File: src/rtl/phfe_pkg.sv
package phfe_pkg;

    typedef enum logic [1:0] {
        LD_HOLD    = 2'b00,
        LD_MOD     = 2'b01,
        LD_CAR     = 2'b10,
        LD_CLR_MOD = 2'b11
    } load_e;

    localparam int unsigned MODE_PM_BIT = 0;
    localparam int unsigned MODE_FM_BIT = 1;

endpackage

File: src/rtl/phfe_capture.sv
module phfe_capture
    import phfe_pkg::*;
#(
    parameter int unsigned PW = 32
) (
    input  logic          clk,
    input  logic          rst,
    input  logic [PW-1:0] phase_in,
    input  logic [1:0]    load_sel,
    input  logic [1:0]    mode_sel,
    output logic [PW-1:0] mod_q,
    output logic [PW-1:0] car_q,
    output logic [1:0]    mode_q
);

    typedef struct packed {
        logic [PW-1:0] mod_w;
        logic [PW-1:0] car_w;
        logic [1:0]    mode;
    } cap_t;

    cap_t st_d, st_q;

    always_comb begin
        st_d      = st_q;
        st_d.mode = mode_sel;
        case (load_e'(load_sel))
            LD_MOD:     st_d.mod_w = phase_in;
            LD_CAR:     st_d.car_w = phase_in;
            LD_CLR_MOD: begin
                st_d.mod_w = '0;
                st_d.car_w = phase_in;
            end
            default:    st_d = st_q;
        endcase
        if (load_e'(load_sel) == LD_HOLD) begin
            st_d.mode = mode_sel;
        end
        if (rst) begin
            st_d = '0;
        end
    end

    always_ff @(posedge clk) begin
        st_q <= st_d;
    end

    assign mod_q  = st_q.mod_w;
    assign car_q  = st_q.car_w;
    assign mode_q = st_q.mode;


    hold_both_chk: assert property (@(posedge clk) disable iff (rst)
        (load_sel == 2'b00) |=> ($stable(mod_q) && $stable(car_q)));


    clr_mod_chk: assert property (@(posedge clk) disable iff (rst)
        (load_sel == 2'b11) |=> (mod_q == '0 && car_q == $past(phase_in)));


    load_mod_chk: assert property (@(posedge clk) disable iff (rst)
        (load_sel == 2'b01) |=> (mod_q == $past(phase_in) && $stable(car_q)));

endmodule

File: src/rtl/phfe_accum.sv
module phfe_accum
    import phfe_pkg::*;
#(
    parameter int unsigned PW = 32
) (
    input  logic          clk,
    input  logic          rst,
    input  logic [PW-1:0] mod_q,
    input  logic [PW-1:0] car_q,
    input  logic [1:0]    mode_q,
    output logic [PW-1:0] phase_out
);

    typedef struct packed {
        logic [PW-1:0] acc;
        logic [PW-1:0] outp;
    } acc_t;

    acc_t st_d, st_q;

    logic          fm_on, pm_on;
    logic [PW-1:0] step_w, post_w;

    always_comb begin
        fm_on  = mode_q[MODE_FM_BIT];
        pm_on  = mode_q[MODE_PM_BIT];
        step_w = car_q + (fm_on ? mod_q : '0);
        post_w = pm_on ? mod_q : '0;
        st_d   = st_q;
        if (!fm_on && !pm_on) begin
            st_d.acc  = '0;
            st_d.outp = car_q + mod_q;
        end else begin
            st_d.acc  = st_q.acc + step_w;
            st_d.outp = st_d.acc + post_w;
        end
        if (rst) begin
            st_d = '0;
        end
    end

    always_ff @(posedge clk) begin
        st_q <= st_d;
    end

    assign phase_out = st_q.outp;


    acc_idle_chk: assert property (@(posedge clk) disable iff (rst)
        (mode_q == 2'b00) |=> (st_q.acc == '0));


    pm_gap_chk: assert property (@(posedge clk) disable iff (rst)
        (mode_q == 2'b01) |=> (phase_out - st_q.acc == $past(mod_q)));

endmodule

File: src/rtl/phfe_amp.sv
module phfe_amp #(
    parameter int unsigned AW = 15
) (
    input  logic          clk,
    input  logic          rst,
    input  logic [AW-1:0] amp_in,
    input  logic          amp_en,
    output logic [AW-1:0] amp_out
);

    typedef struct packed {
        logic [AW-1:0] held;
        logic [AW-1:0] outp;
    } amp_t;

    amp_t st_d, st_q;

    always_comb begin
        st_d      = st_q;
        st_d.outp = st_q.held;
        if (amp_en) begin
            st_d.held = amp_in;
        end
        if (rst) begin
            st_d = '0;
        end
    end

    always_ff @(posedge clk) begin
        st_q <= st_d;
    end

    assign amp_out = st_q.outp;


    amp_hold_chk: assert property (@(posedge clk) disable iff (rst)
        !amp_en |=> $stable(st_q.held));


    amp_load_chk: assert property (@(posedge clk) disable iff (rst)
        amp_en |=> (st_q.held == $past(amp_in)));

endmodule

File: src/rtl/phase_mod_front.sv
module phase_mod_front #(
    parameter int unsigned PW = 32,
    parameter int unsigned AW = 15
) (
    input  logic          clk,
    input  logic          rst,
    input  logic [PW-1:0] phase_in,
    input  logic [1:0]    load_sel,
    input  logic [1:0]    mode_sel,
    input  logic [AW-1:0] amp_in,
    input  logic          amp_en,
    output logic [PW-1:0] phase_out,
    output logic [AW-1:0] amp_out
);

    logic [PW-1:0] mod_q, car_q;
    logic [1:0]    mode_q;

    phfe_capture #(.PW(PW)) u_cap (
        .clk      (clk),
        .rst      (rst),
        .phase_in (phase_in),
        .load_sel (load_sel),
        .mode_sel (mode_sel),
        .mod_q    (mod_q),
        .car_q    (car_q),
        .mode_q   (mode_q)
    );

    phfe_accum #(.PW(PW)) u_acc (
        .clk       (clk),
        .rst       (rst),
        .mod_q     (mod_q),
        .car_q     (car_q),
        .mode_q    (mode_q),
        .phase_out (phase_out)
    );

    phfe_amp #(.AW(AW)) u_amp (
        .clk     (clk),
        .rst     (rst),
        .amp_in  (amp_in),
        .amp_en  (amp_en),
        .amp_out (amp_out)
    );


    rst_clear_chk: assert property (@(posedge clk)
        rst |=> (phase_out == '0 && amp_out == '0));

endmodule

File: config.mk
export PLATFORM = sky130hd
export DESIGN_NAME = phase_mod_front
export DESIGN_NICKNAME = d
export VERILOG_FILES = /design/src/rtl/phfe_pkg.sv /design/src/rtl/phfe_capture.sv /design/src/rtl/phfe_accum.sv /design/src/rtl/phfe_amp.sv /design/src/rtl/phase_mod_front.sv
export SDC_FILE = /design/constraint.sdc
export NUM_CORES = 1
export LEC_CHECK = 0
export ABC_CLOCK_PERIOD_IN_PS = 7700
export BUFFER_PORTS_ARGS = -buffer_cell sky130_fd_sc_hd__clkbuf_2
export CORE_MARGIN = 2
export CORE_UTILIZATION = 35
export CTS_CLUSTER_SIZE = 30
export DETAILED_ROUTE_END_ITERATION = 8
export MAX_ROUTING_LAYER = met4
export SETUP_SLACK_MARGIN = 0.02
export SLEW_MARGIN = 5
export SYNTH_ARGS = -nofsm -noshare
export SYNTH_HDL_FRONTEND = slang
export SYNTH_SLANG_ARGS = --single-unit
File: constraint.sdc
create_clock -name clk -period 7.7 [get_ports clk]
set_clock_uncertainty 0.2 [all_clocks]
set_input_delay 1.54 -clock clk [delete_from_list [all_inputs] [get_ports clk]]
set_output_delay 1.54 -clock clk [all_outputs]
set_load 0.01 [all_outputs]
After elaboration in Yosys (flattened, before gate mapping)
Cells that the tools add are included.
{"block": "op_classes", "add_sub_neg": 4, "n_eq_ne": 3, "n_mux": 6, "n_reduce_logical": 9}
{"operator": "32-bit adder", "n": 4}
{"operator": "32-bit 2-to-1 mux", "n": 3}
{"operator": "32-bit case mux with 2 select lines", "n": 1}
{"operator": "2-bit equality test, second input constant", "n": 2}
{"operator": "2-bit 2-to-1 mux", "n": 2}
{"operator": "2-bit nonzero test", "n": 2}
{"operator": "2-bit OR reduction", "n": 2}
{"operator": "3-bit OR reduction", "n": 1}
{"operator": "2-bit by 1-bit equality test with 1-bit output, second input constant", "n": 1}
{"operator": "1-bit logical NOT", "n": 2}
{"operator": "2-bit logical NOT", "n": 1}
{"operator": "1-bit logical AND", "n": 1}
{"block": "totals", "ff_bits": 160, "input_bits": 54, "out_inout_bits": 47, "wordCells": 29}

Logic depth before layout (Yosys ltp)
Gate-level depths: netlist of the first run.
{"block": "depth", "ltp_word": 5, "depth_mapped": 25, "depth_no_buf": 24}

Modules after synthesis
Synthesis of the first run repeated with hierarchy kept, for this count alone.
{"block": "hier_totals", "cells_unflattened": 1342, "hier_area_um2": 11656.2}
{"module": "phfe_accum", "instances": 1, "cells_each": 996, "area_per_inst_um2": 7931.4, "seq_area_each_um2": 1281.2}
{"module": "phfe_capture", "instances": 1, "cells_each": 251, "area_per_inst_um2": 2666.3, "seq_area_each_um2": 1321.3}
{"module": "phfe_amp", "instances": 1, "cells_each": 95, "area_per_inst_um2": 1058.5, "seq_area_each_um2": 600.6}

Worst setup path before layout of the first run
Ideal clock, no wire load.
{"block": "synth_path", "path_type": "register to register", "start": "reg u_cap.st_q (netlist bit u_cap.mode_q[1])", "end": "reg u_acc.st_q (netlist bit u_acc.phase_out[31])", "setup_time_ns": 0.129, "arrival_ns": 5.127, "t_required_ns": 7.371, "slack_ns": 2.245, "stages_incl_launch_ff": 24, "path_buffers": 1, "synth_period_minus_slack_ns": 5.455, "cell_sequence": "dfxtp_1 -> clkbuf_1 -> and2_1 -> fa_1 -> ha_1 -> a21o_1 -> a21oi_2 -> o21ai_2 -> a31oi_4 -> o21ai_2 -> a221o_1 -> a31oi_4 -> o21bai_1 -> xor2_1 -> ha_1 -> a21o_1 -> a21o_1 -> a21o_1 -> a31o_2 -> o41ai_1 -> o21ai_0 -> xor2_1 -> a21oi_1 -> o21ai_0"}
{"block": "synth_between", "elab_chain_len": 5, "word_cells_on_any_way": 7, "cone_classes": "3 x add/sub; 2 x mux; 2 x reduce/logical"}
{"item": "start, declared", "line": "phfe_capture.sv:22", "source": "cap_t st_d, st_q;"}
{"item": "start signal, assigned", "line": "phfe_capture.sv:45", "source": "st_q <= st_d;"}
{"item": "32-bit 2-to-1 mux", "line": "phfe_accum.sv:27", "source": "step_w = car_q + (fm_on ? mod_q : '0);"}
{"item": "32-bit adder", "line": "phfe_accum.sv:27"}
{"item": "32-bit adder", "line": "phfe_accum.sv:34", "source": "st_d.acc = st_q.acc + step_w;"}
{"item": "32-bit adder", "line": "phfe_accum.sv:35", "source": "st_d.outp = st_d.acc + post_w;"}
{"item": "32-bit 2-to-1 mux *", "line": "phfe_accum.sv:30", "source": "if (!fm_on && !pm_on) begin"}
{"item": "end signal, assigned", "line": "phfe_accum.sv:43", "source": "st_q <= st_d;"}
{"item": "end, declared", "line": "phfe_accum.sv:19", "source": "acc_t st_d, st_q;"}
Mark *: on every way between the ends. The rest lies on a longest branch, timed or not.
A chain may end at the register's enable or synchronous reset.

Final worst setup path of the first run
Same ends and word-level chain as after synthesis.

==> flow_summary.ini, run 1 <==
[final_layout]
fillers = 3211
n_antenna_cell = 0
multi_input_area_mm2 = 0.00733
design_area_mm2 = 0.0124
seq_area_mm2 = 0.00320
area_delta_synth_final_pct = 10.4
drive_above_1_share = 0.119
final_nets = 1505

[clock_network]
worst_setup_hold_path_clk_slew_ns = 0.07
cts_buffer_depth = 2
insertion_delay_ns = 0.44
root_buffer = clkbuf_16
ctsHoldBuffers = 0
ctsResizeCount = 0
cts_tree = built
cts_made_buffers = 17
cts_setup_buffers = 0
htree_num_levels = 4
clock_sinks = 160

[synthesis]
synthesis.area_mm2 = 0.0112
synth_async_sr_flop_share = 0
synth_nets = 1475
synth_top_area_share = 0.286
synth_area_leaders = dfxtp_1, ha_1, fa_1
yosys.area.top_type = dfxtp_1
yosysSeqAreaShare = 0.286
synth-seq-cells = 160
synth-edff-count = 0
yosysWarningCount = 0
postSynthAreaPerCell_um2 = 8.65
postSynthCellCount = 1295
synth.distinct_cells = 61
synth_ff_type = dfxtp_1

[pwr]
leakage_nw = 5.71
ir_drop_v = 0.000149
powerDensity_mw_per_mm2 = 179

[die]
die_h_um = 183
io_pins = 101
die_width_um = 183
row_count = 65
initial_core_util = 0.355
dieArea_mm2 = 0.0334
core-area_mm2 = 0.0316

[detailed_routing]
totalWireLength_um = 28300
dr.pass1.iters = 5
routedWlPerCell_um = 16.3
drc = 0
drtIter0Drc = 641
postRouteAntennaNets = 0
num_vias = 9019
via_per_inst = 5.18

[placed_design]
port_buffers = 100
postPlaceCellArea_mm2 = 0.0117
place_ws_ns = 1.19
dp_hpwl_um = 21300
gp_congestion = 0.880

[global_route]
grt_antenna_before_repair = 0
grt_usage = 0.176
grt_pass1_wl_um = 45700
first_global_vias = 8823
grt_max_degree = 89
grt-ovfl-total = 0

[setup_path]
cp-start-kind = register
critPathRequiredTime_ns = 7.81
end_kind = register
crit_fanout = 26
critPathKind = reg -> reg
cp.arrival_ns = 6.70

[timing]
worst_slew_pin_slew_ns = 1.01
whs_ns = 0.260
drv_slew = 0
fin_crit_ns = 6.60
hold_violations = 0
tns_ns = 0
fmax_mhz = 152
finalSetupViolCount = 0
rsz0062_at_grt = no
fin_crit_sh = 0.857
worst_slack_ns = 1.10
max_slew_margin = 0.306

[flow_run]
max_cap_violations = 0

[outcome]
outcome = finished clean

[worst_hold_path]
worstHoldPathType = reg -> reg
-- per-stage QoR --
stage	power (W)	util	instances
floorplan	0.00123	-	1295
global placement	0.00133	0.371	1708
detailed placement	0.00133	0.371	1708
CTS	0.00224	0.392	1740
global route	0.00232	0.392	1740
finish	0.00222	0.392	1740
-- layout make-up --
cell class,instances,area share
clock inverters,15,0.0172
clock buffers,17,0.0344
multi-input cells,1006,0.593
inverters,32,0.00972
flip-flops and latches,160,0.259
repair buffers,108,0.0456
well taps,402,0.0407
-- layer usage --
metal / track usage / share of wire
met1: 0.234 / 0.49
met2: 0.274 / 0.44
met3: 0.0276 / 0.043
met4: 0.0614 / 0.024
met5: - / 0
-- critical path, stage by stage, from the launching register on --
cell,delay [ns]
dfxtp_1,0.98
nand2_1,0.17
fa_1,0.48
inv_1,0.07
ha_1,0.16
inv_1,0.06
fa_1,0.44
nand2b_1,0.18
a21oi_1,0.31
o21a_1,0.24
a31oi_1,0.13
o21ai_0,0.32
a21o_1,0.17
a21oi_1,0.07
xnor2_1,0.15
ha_1,0.38
nor3_1,0.21
nor2_1,0.08
a21oi_1,0.18
a221oi_2,0.10
o41ai_1,0.71
o21ai_0,0.24
xor2_1,0.20
a21oi_1,0.13
o21ai_0,0.09
-- synthesized netlist by cell type, types with 7 or more instances --
cell type	instances
nor3_1	18
a21oi_1	118
a211oi_1	17
fa_1	34
xnor2_1	45
nor2b_1	29
nand2_1	50
or3_1	9
and3_1	12
o21bai_1	11
inv_1	32
o21a_1	9
a31oi_1	10
nand3b_1	33
and2_1	91
nand3_1	16
nor2_1	128
xor2_1	28
o21ai_0	48
ha_1	92
dfxtp_1	160
nand4_1	8
clkbuf_1	42
buf_1	7
mux2i_1	49
nand2b_1	53
a21o_1	35
buf_4	47
-- power by group --
part | leakage, nW | total [W] | switching [W] | internal [W]
combinational | 4.09 | 0.000407 | 0.000240 | 0.000168
clock | 0.310 | 0.000904 | 0.000428 | 0.000476
sequential | 1.31 | 0.000907 | 0.0000333 | 0.000874
total | 5.71 | 0.00222 | 0.000701 | 0.00152
-- logic make-up after synthesis --
logic type                 synth area share
DFF                                   0.286
muxes                                0.0458
xor gates and xnor gates             0.0592
adders and majority gates             0.164
buffers and inverters                0.0591
AOI/OAI and AO/OA                     0.168
and+or+nand+nor                       0.218
-- flip-flops by register name, indices dropped and copies added (netlist names) --
register         flops
u_acc.phase_out     32
u_acc.st_q          32
u_amp.amp_out       15
u_amp.st_q          15
u_cap.car_q         32
u_cap.mod_q         32
u_cap.mode_q         2
-- path summary, 6_finish.rpt --
| path | start | end | slack [ns] | cells past startpoint |
|---|---|---|---|---|
| max | u_cap.mode_q[1] | u_acc.phase_out[31] | 1.10 | 24 |
| min | u_amp.st_q[16] | u_amp.amp_out[1] | 0.26 | 1 |
| min reg2reg | u_amp.st_q[16] | u_amp.amp_out[1] | 0.26 | 1 |
| max reg2reg | u_cap.mode_q[1] | u_acc.phase_out[31] | 1.10 | 24 |
-- placed cells by master, fill, tap and decap left out, types with 4 or more instances in the layout --
cell / Yosys / final
buf_4: 47 / 9
ha_1: 92 / 92
a31oi_1: 10 / 10
inv_1: 32 / 32
fa_1: 34 / 34
dfxtp_1: 160 / 160
nor3_1: 18 / 18
a21o_1: 35 / 35
o21ai_1: 4 / 4
o21a_1: 9 / 9
a211oi_1: 17 / 17
and3_1: 12 / 12
and2_1: 91 / 91
nand4_1: 8 / 8
o22ai_1: 6 / 6
nor2_1: 128 / 127
or3_1: 9 / 9
clkbuf_2: 1 / 99
nand2b_1: 53 / 53
a21oi_1: 118 / 118
xnor2_1: 45 / 45
nor3b_1: 4 / 4
o211ai_1: 4 / 4
nand3b_1: 33 / 33
o21ai_0: 48 / 48
a221o_1: 6 / 6
nor2b_1: 29 / 29
clkinv_8: 0 / 6
nand3_1: 16 / 16
o21bai_1: 11 / 11
inv_8: 0 / 6
clkbuf_16: 0 / 17
nand2_1: 50 / 50
mux2i_1: 49 / 49
xor2_1: 28 / 28
Note: power is estimated with default switching activity, not from simulation.
==> inputs of run 2 (changes only) <==
--- a/config.mk
+++ b/config.mk
@@ -6,12 +6,13 @@
 export NUM_CORES = 1
 export LEC_CHECK = 0
 export ABC_CLOCK_PERIOD_IN_PS = 7700
-export BUFFER_PORTS_ARGS = -buffer_cell sky130_fd_sc_hd__clkbuf_2
+export BUFFER_PORTS_ARGS = -buffer_cell sky130_fd_sc_hd__buf_2
 export CORE_MARGIN = 2
 export CORE_UTILIZATION = 35
 export CTS_CLUSTER_SIZE = 30
 export DETAILED_ROUTE_END_ITERATION = 8
 export MAX_ROUTING_LAYER = met4
+export PLACE_DENSITY = 0.58
 export SETUP_SLACK_MARGIN = 0.02
 export SLEW_MARGIN = 5
 export SYNTH_ARGS = -nofsm -noshare
==> run 2 against run 1 <==
Against the previous run: total power down 0.49%; combinational power about the same; critical path type unchanged; global-route usage up 0.17 points; critical endpoint unchanged; clock-buffer cell count unchanged; largest power group unchanged; largest cell class unchanged.
==> flow_summary.ini, run 2 (synthesis gave the netlist of run 1 again) <==
[outcome]
outcome = finished clean

[placed_design]
place_ws_ns = 1.46
port_buffers = 100
dp.cells = 1706
dp_hpwl_um = 21300
gp_congestion = 0.875

[detailed_routing]
drtIter0Drc = 615
routedWlPerCell_um = 16.3
via_per_inst = 5.16
dr.pass1.iters = 5
totalWireLength_um = 28400
postRouteAntennaNets = 0
num_vias = 8963
drc = 0

[final_layout]
fin_cells = 1738
fillers = 3191
n_antenna_cell = 0
final_nets = 1503
layout_common_cells = dfxtp_1, nor2_1, a21oi_1, buf_2, ha_1
final_common_cell = dfxtp_1
drive_above_1_share = 0.118
area_delta_synth_final_pct = 10.0

[clock_network]
cts_setup_buffers = 0
ctsResizeCount = 0
htree_num_levels = 4
cts_made_buffers = 17
worst_setup_hold_path_clk_slew_ns = 0.08
clock_sinks = 160
cts_tree = built
ctsHoldBuffers = 0
cts_buffer_depth = 2
insertion_delay_ns = 0.45
root_buffer = clkbuf_16

[pwr]
comb_power_share = 0.184
power.switching_w = 0.000698
leakage_nw = 5.71
swShare = 0.316
p_int_w = 0.00151
ir_drop_v = 0.000137
p_seq_frac = 0.410
powerDensity_mw_per_mm2 = 179
clkPwrFrac = 0.405

[global_route]
grt_antenna_before_repair = 0
grt-ovfl-total = 0
first_global_vias = 8799
grt_pass1_wl_um = 46100
grt_usage = 0.178
met3_usage = 0.0296
use_met1 = 0.236
grt_max_degree = 85
grtUsageMet2 = 0.279
grt-busiest-layer = met2

[die]
io_pins = 101
initial_core_util = 0.355
row_count = 65
dieArea_mm2 = 0.0334
die_width_um = 183
die_h_um = 183
core-area_mm2 = 0.0316

[timing]
worst_slew_pin_slew_ns = 1.13
fmax_mhz = 156
fin_crit_sh = 0.832
drv_slew = 0
tns_ns = 0
whs_ns = 0.264
worst_slack_ns = 1.30
finalSetupViolCount = 0
max_slew_margin = 0.245
rsz0062_at_grt = no
fin_crit_ns = 6.40
hold_violations = 0

[worst_hold_path]
worstHoldPathCells = 1
worstHoldEndpoint = u_amp.amp_out[4]
min-delay-start = u_amp.st_q[19]
worstHoldPathType = reg -> reg

[setup_path]
cp_top_family = compound AO/OA/AOI/OAI gates
reg2reg_to = u_acc.phase_out[31]
max_stage_delay_ns = 0.79
cpMostUsedCell = a21oi_1
crit_slowest_cell = dfxtp_1
end_kind = register
path_cells = nand2_1 > fa_1 > inv_1 > ha_1 > inv_1 > fa_1 > nand2b_1 > a21oi_1 > o21a_1 > a31oi_1 > o21ai_0 > a21o_1 > a21oi_1 > xnor2_1 > ha_1 > nor3_1 > nor2_1 > a21oi_1 > a221oi_2 > o41ai_1 > o21ai_0 > xor2_1 > a21oi_1 > o21ai_0
cp_num_buf_inv = 2
r2r_start = u_cap.mode_q[1]
cp.arrival_ns = 6.53
crit_fanout = 18
critPathKind = reg -> reg
cp-start-kind = register
critPathRequiredTime_ns = 7.82
ff2ff_path_depth = 24
r2r_setup_slack_ns = 1.30

[flow_run]
max_cap_violations = 0
## run 2: cell count changes in the layout (fill, tap and decap cells not counted), moves of 2 or more
cell / change
buf_2: +99
clkinv_4: -2
buf_4: -2
clkbuf_2: -99
clkinv_8: -3
inv_6: +3
## run 2: worst max-delay path by stage
stage | to | start | cells past startpoint
after floorplan | u_acc.phase_out[31] | u_cap.mode_q[1] | 23
after global placement | u_acc.phase_out[31] | u_cap.mode_q[1] | 22
after detailed placement | u_acc.phase_out[31] | u_cap.mode_q[1] | 24
after CTS | u_acc.phase_out[31] | u_cap.mode_q[1] | 24
after global routing | u_acc.phase_out[31] | u_cap.mode_q[1] | 24
final | u_acc.phase_out[31] | u_cap.mode_q[1] | 24
## run 2: per-stage QoR
step	total power, W	util	instance area, um2
after floorplan	0.00123	-	11200
after global placement	0.00133	0.371	11700
after detailed placement	0.00133	0.371	11700
after CTS	0.00223	0.390	12300
after global routing	0.00232	0.390	12300
final	0.00221	0.390	12300
## run 2: area by class of cell
class / instances / area (um2) / area share
multi-input combinational: 1006 / 7330 / 0.595
sequential: 160 / 3200 / 0.260
timing repair buffer: 106 / 548 / 0.0445
tap: 402 / 503 / 0.0408
clock buffer: 17 / 425 / 0.0345
clock inverter: 15 / 185 / 0.0150
inverter: 32 / 120 / 0.00975
## run 2: power groups by stage
stage               logic [W]  registers [W]  clock network [W]
floorplan            0.000317       0.000915                  0
global placement     0.000401       0.000925                  0
global route         0.000453       0.000913           0.000950
detailed placement   0.000403       0.000926                  0
finish               0.000407       0.000906           0.000895
CTS                  0.000407       0.000907           0.000917
## run 2: per-layer routing
layer,vias up,wire length (um),share of wire
met1,4238,14400,0.51
met4,0,478,0.017
met2,180,12500,0.44
li1,4513,-,-
met5,-,0,0
met3,32,1090,0.038
==> inputs of run 3 (changes only) <==
--- a/config.mk
+++ b/config.mk
@@ -5,7 +5,7 @@
 export SDC_FILE = /design/constraint.sdc
 export NUM_CORES = 1
 export LEC_CHECK = 0
-export ABC_CLOCK_PERIOD_IN_PS = 7700
+export ABC_CLOCK_PERIOD_IN_PS = 6600
 export BUFFER_PORTS_ARGS = -buffer_cell sky130_fd_sc_hd__buf_2
 export CORE_MARGIN = 2
 export CORE_UTILIZATION = 35
==> constraint.sdc (replaced) <==
create_clock -name clk -period 6.6 [get_ports clk]
set_clock_uncertainty 0.2 [all_clocks]
set_input_delay 1.32 -clock clk [delete_from_list [all_inputs] [get_ports clk]]
set_output_delay 1.32 -clock clk [all_outputs]
set_load 0.01 [all_outputs]
==> run 3 against run 2 <==
Against the previous run: critical endpoint is now u_acc.phase_out[23]; sequential power grew 17%; total power grew 14%; combinational power grew 17%; clock power grew 11%; register-to-register slack lost 0.81 ns; worst setup slack lost 0.81 ns; fmax grew 4.7%; design area is essentially flat; first-iteration DRC count shrank 15%.
==> flow_summary.ini, run 3 (synthesis gave the netlist of run 1 again) <==
[outcome]
outcome = finished clean

[setup_path]
r2r_start = u_cap.mode_q[1]
reg2reg_to = u_acc.phase_out[23]
r2r_setup_slack_ns = 0.49
cp.arrival_ns = 6.28
max_stage_delay_ns = 0.53
critPathRequiredTime_ns = 6.76
ff2ff_path_depth = 23
crit_slowest_cell = dfxtp_2
critPathKind = reg -> reg
path_cells = buf_4 > and2_1 > fa_1 > ha_1 > inv_1 > fa_1 > nand2b_1 > a21oi_1 > o21a_1 > a31oi_1 > o21ai_0 > a21o_1 > a21oi_1 > xnor2_1 > ha_1 > nand4_1 > or3_1 > a221oi_2 > o21ai_0 > nand2b_1 > a21oi_1 > or4_1 > a31oi_1
end_kind = register
cpMostUsedCell = a21oi_1
cp-start-kind = register
crit_fanout = 19

[clock_network]
worst_setup_hold_path_clk_slew_ns = 0.07
ctsHoldBuffers = 0
cts_tree = built
cts_buffer_depth = 2
ctsResizeCount = 0
clock_sinks = 160
cts_setup_buffers = 0
htree_num_levels = 4
cts_made_buffers = 17
root_buffer = clkbuf_16
insertion_delay_ns = 0.46

[detailed_routing]
num_vias = 9003
postRouteAntennaNets = 0
drc = 0
routedWlPerCell_um = 16.4
via_per_inst = 5.18
totalWireLength_um = 28500
drtIter0Drc = 520
dr.pass1.iters = 5

[final_layout]
design_area_mm2 = 0.0123
final_nets = 1503
fillers = 3269
layout_common_cells = dfxtp_1, nor2_1, a21oi_1, buf_2, ha_1
final_util = 0.390
drive_above_1_share = 0.119
final_common_cell = dfxtp_1
area_delta_synth_final_pct = 9.92
fin_cells = 1739

[placed_design]
gp_congestion = 0.902
dp_hpwl_um = 21500
postPlaceCellArea_mm2 = 0.0117
dp.cells = 1706
port_buffers = 100

[timing]
hold_violations = 0
tns_ns = 0
fmax_mhz = 164
fin_crit_sh = 0.926
max_slew_margin = 0.227
finalSetupViolCount = 0
drv_slew = 0
fin_crit_ns = 6.11
worst_slew_pin_slew_ns = 1.16
rsz0062_at_grt = no

[die]
die_h_um = 183
dieArea_mm2 = 0.0334
die_width_um = 183
io_pins = 101
initial_core_util = 0.355
core-area_mm2 = 0.0316
row_count = 65

[pwr]
leakage_nw = 5.71
powerDensity_mw_per_mm2 = 205
ir_drop_v = 0.000167
p_total_w = 0.00253

[global_route]
first_global_vias = 8902
grt_usage = 0.181
grt_pass1_wl_um = 46800
grt_max_degree = 90
grt_antenna_before_repair = 1
grt-ovfl-total = 0

[worst_hold_path]
min-delay-start = u_amp.st_q[21]
worstHoldPathCells = 1
worstHoldPathType = reg -> reg
worstHoldEndpoint = u_amp.amp_out[6]

[flow_run]
max_cap_violations = 0
[run 3: cell types whose count changed in the layout (fill, tap and decap cells not counted), sizes merged]
cell / delta
clkinv: +1
bufinv: -1
diode: +1
inv: +1
clkinvlp: -1
[run 3: area by class of cell]
class | count | area (um2) | area share
Sequential cell | 160 | 3200 | 0.260
Clock buffer | 17 | 425 | 0.0346
Antenna cell | 1 | 2.50 | 0.000203
Inverter | 32 | 120 | 0.00976
Timing Repair Buffer | 106 | 548 | 0.0445
Clock inverter | 15 | 163 | 0.0132
Tap cell | 402 | 503 | 0.0409
Multi-Input combinational cell | 1006 | 7340 | 0.596
[run 3: worst max-delay path, delay by kind of cell (launching register included)]
kind | cells | cell delay, ns
AOI/OAI and AO/OA | 10 | 2.08
xor gates and xnor gates | 1 | 0.16
adders and majority gates | 4 | 1.17
buffers and inverters | 2 | 0.38
DFF | 1 | 0.53
and+or+nand+nor | 6 | 1.52
[run 3: report_power, final]
part	switching, W	internal (W)	leakage, nW
clock	0.000484	0.000509	0.291
sequential	0.0000367	0.00102	1.31
combinational	0.000281	0.000196	4.11
total	0.000802	0.00172	5.71
[run 3: routing by layer]
metal | global-route usage | wire length (um)
met4 | 0.0560 | 476
met3 | 0.0296 | 1300
met2 | 0.283 | 12700
met1 | 0.239 | 14100
met5 | - | 0
[run 3: worst max path at each step]
stage                          startpoint                  end  cells after the start
after global routing      u_cap.mode_q[1]  u_acc.phase_out[30]                     24
after CTS                 u_cap.mode_q[1]  u_acc.phase_out[31]                     24
after global placement    u_cap.mode_q[1]  u_acc.phase_out[31]                     24
after detailed placement  u_cap.mode_q[1]  u_acc.phase_out[31]                     24
final                     u_cap.mode_q[1]  u_acc.phase_out[23]                     23
after floorplan           u_cap.mode_q[1]  u_acc.phase_out[31]                     23
[run 3: per-stage QoR]
| step | setup WS, ns | hold slack (ns) |
|---|---|---|
| after floorplan | 1.14 | 0.237 |
| after global placement | 0.427 | 0.239 |
| after detailed placement | 0.307 | 0.251 |
| after CTS | 0.279 | 0.264 |
| after global routing | 0.0444 | 0.273 |
| final | 0.485 | 0.259 |
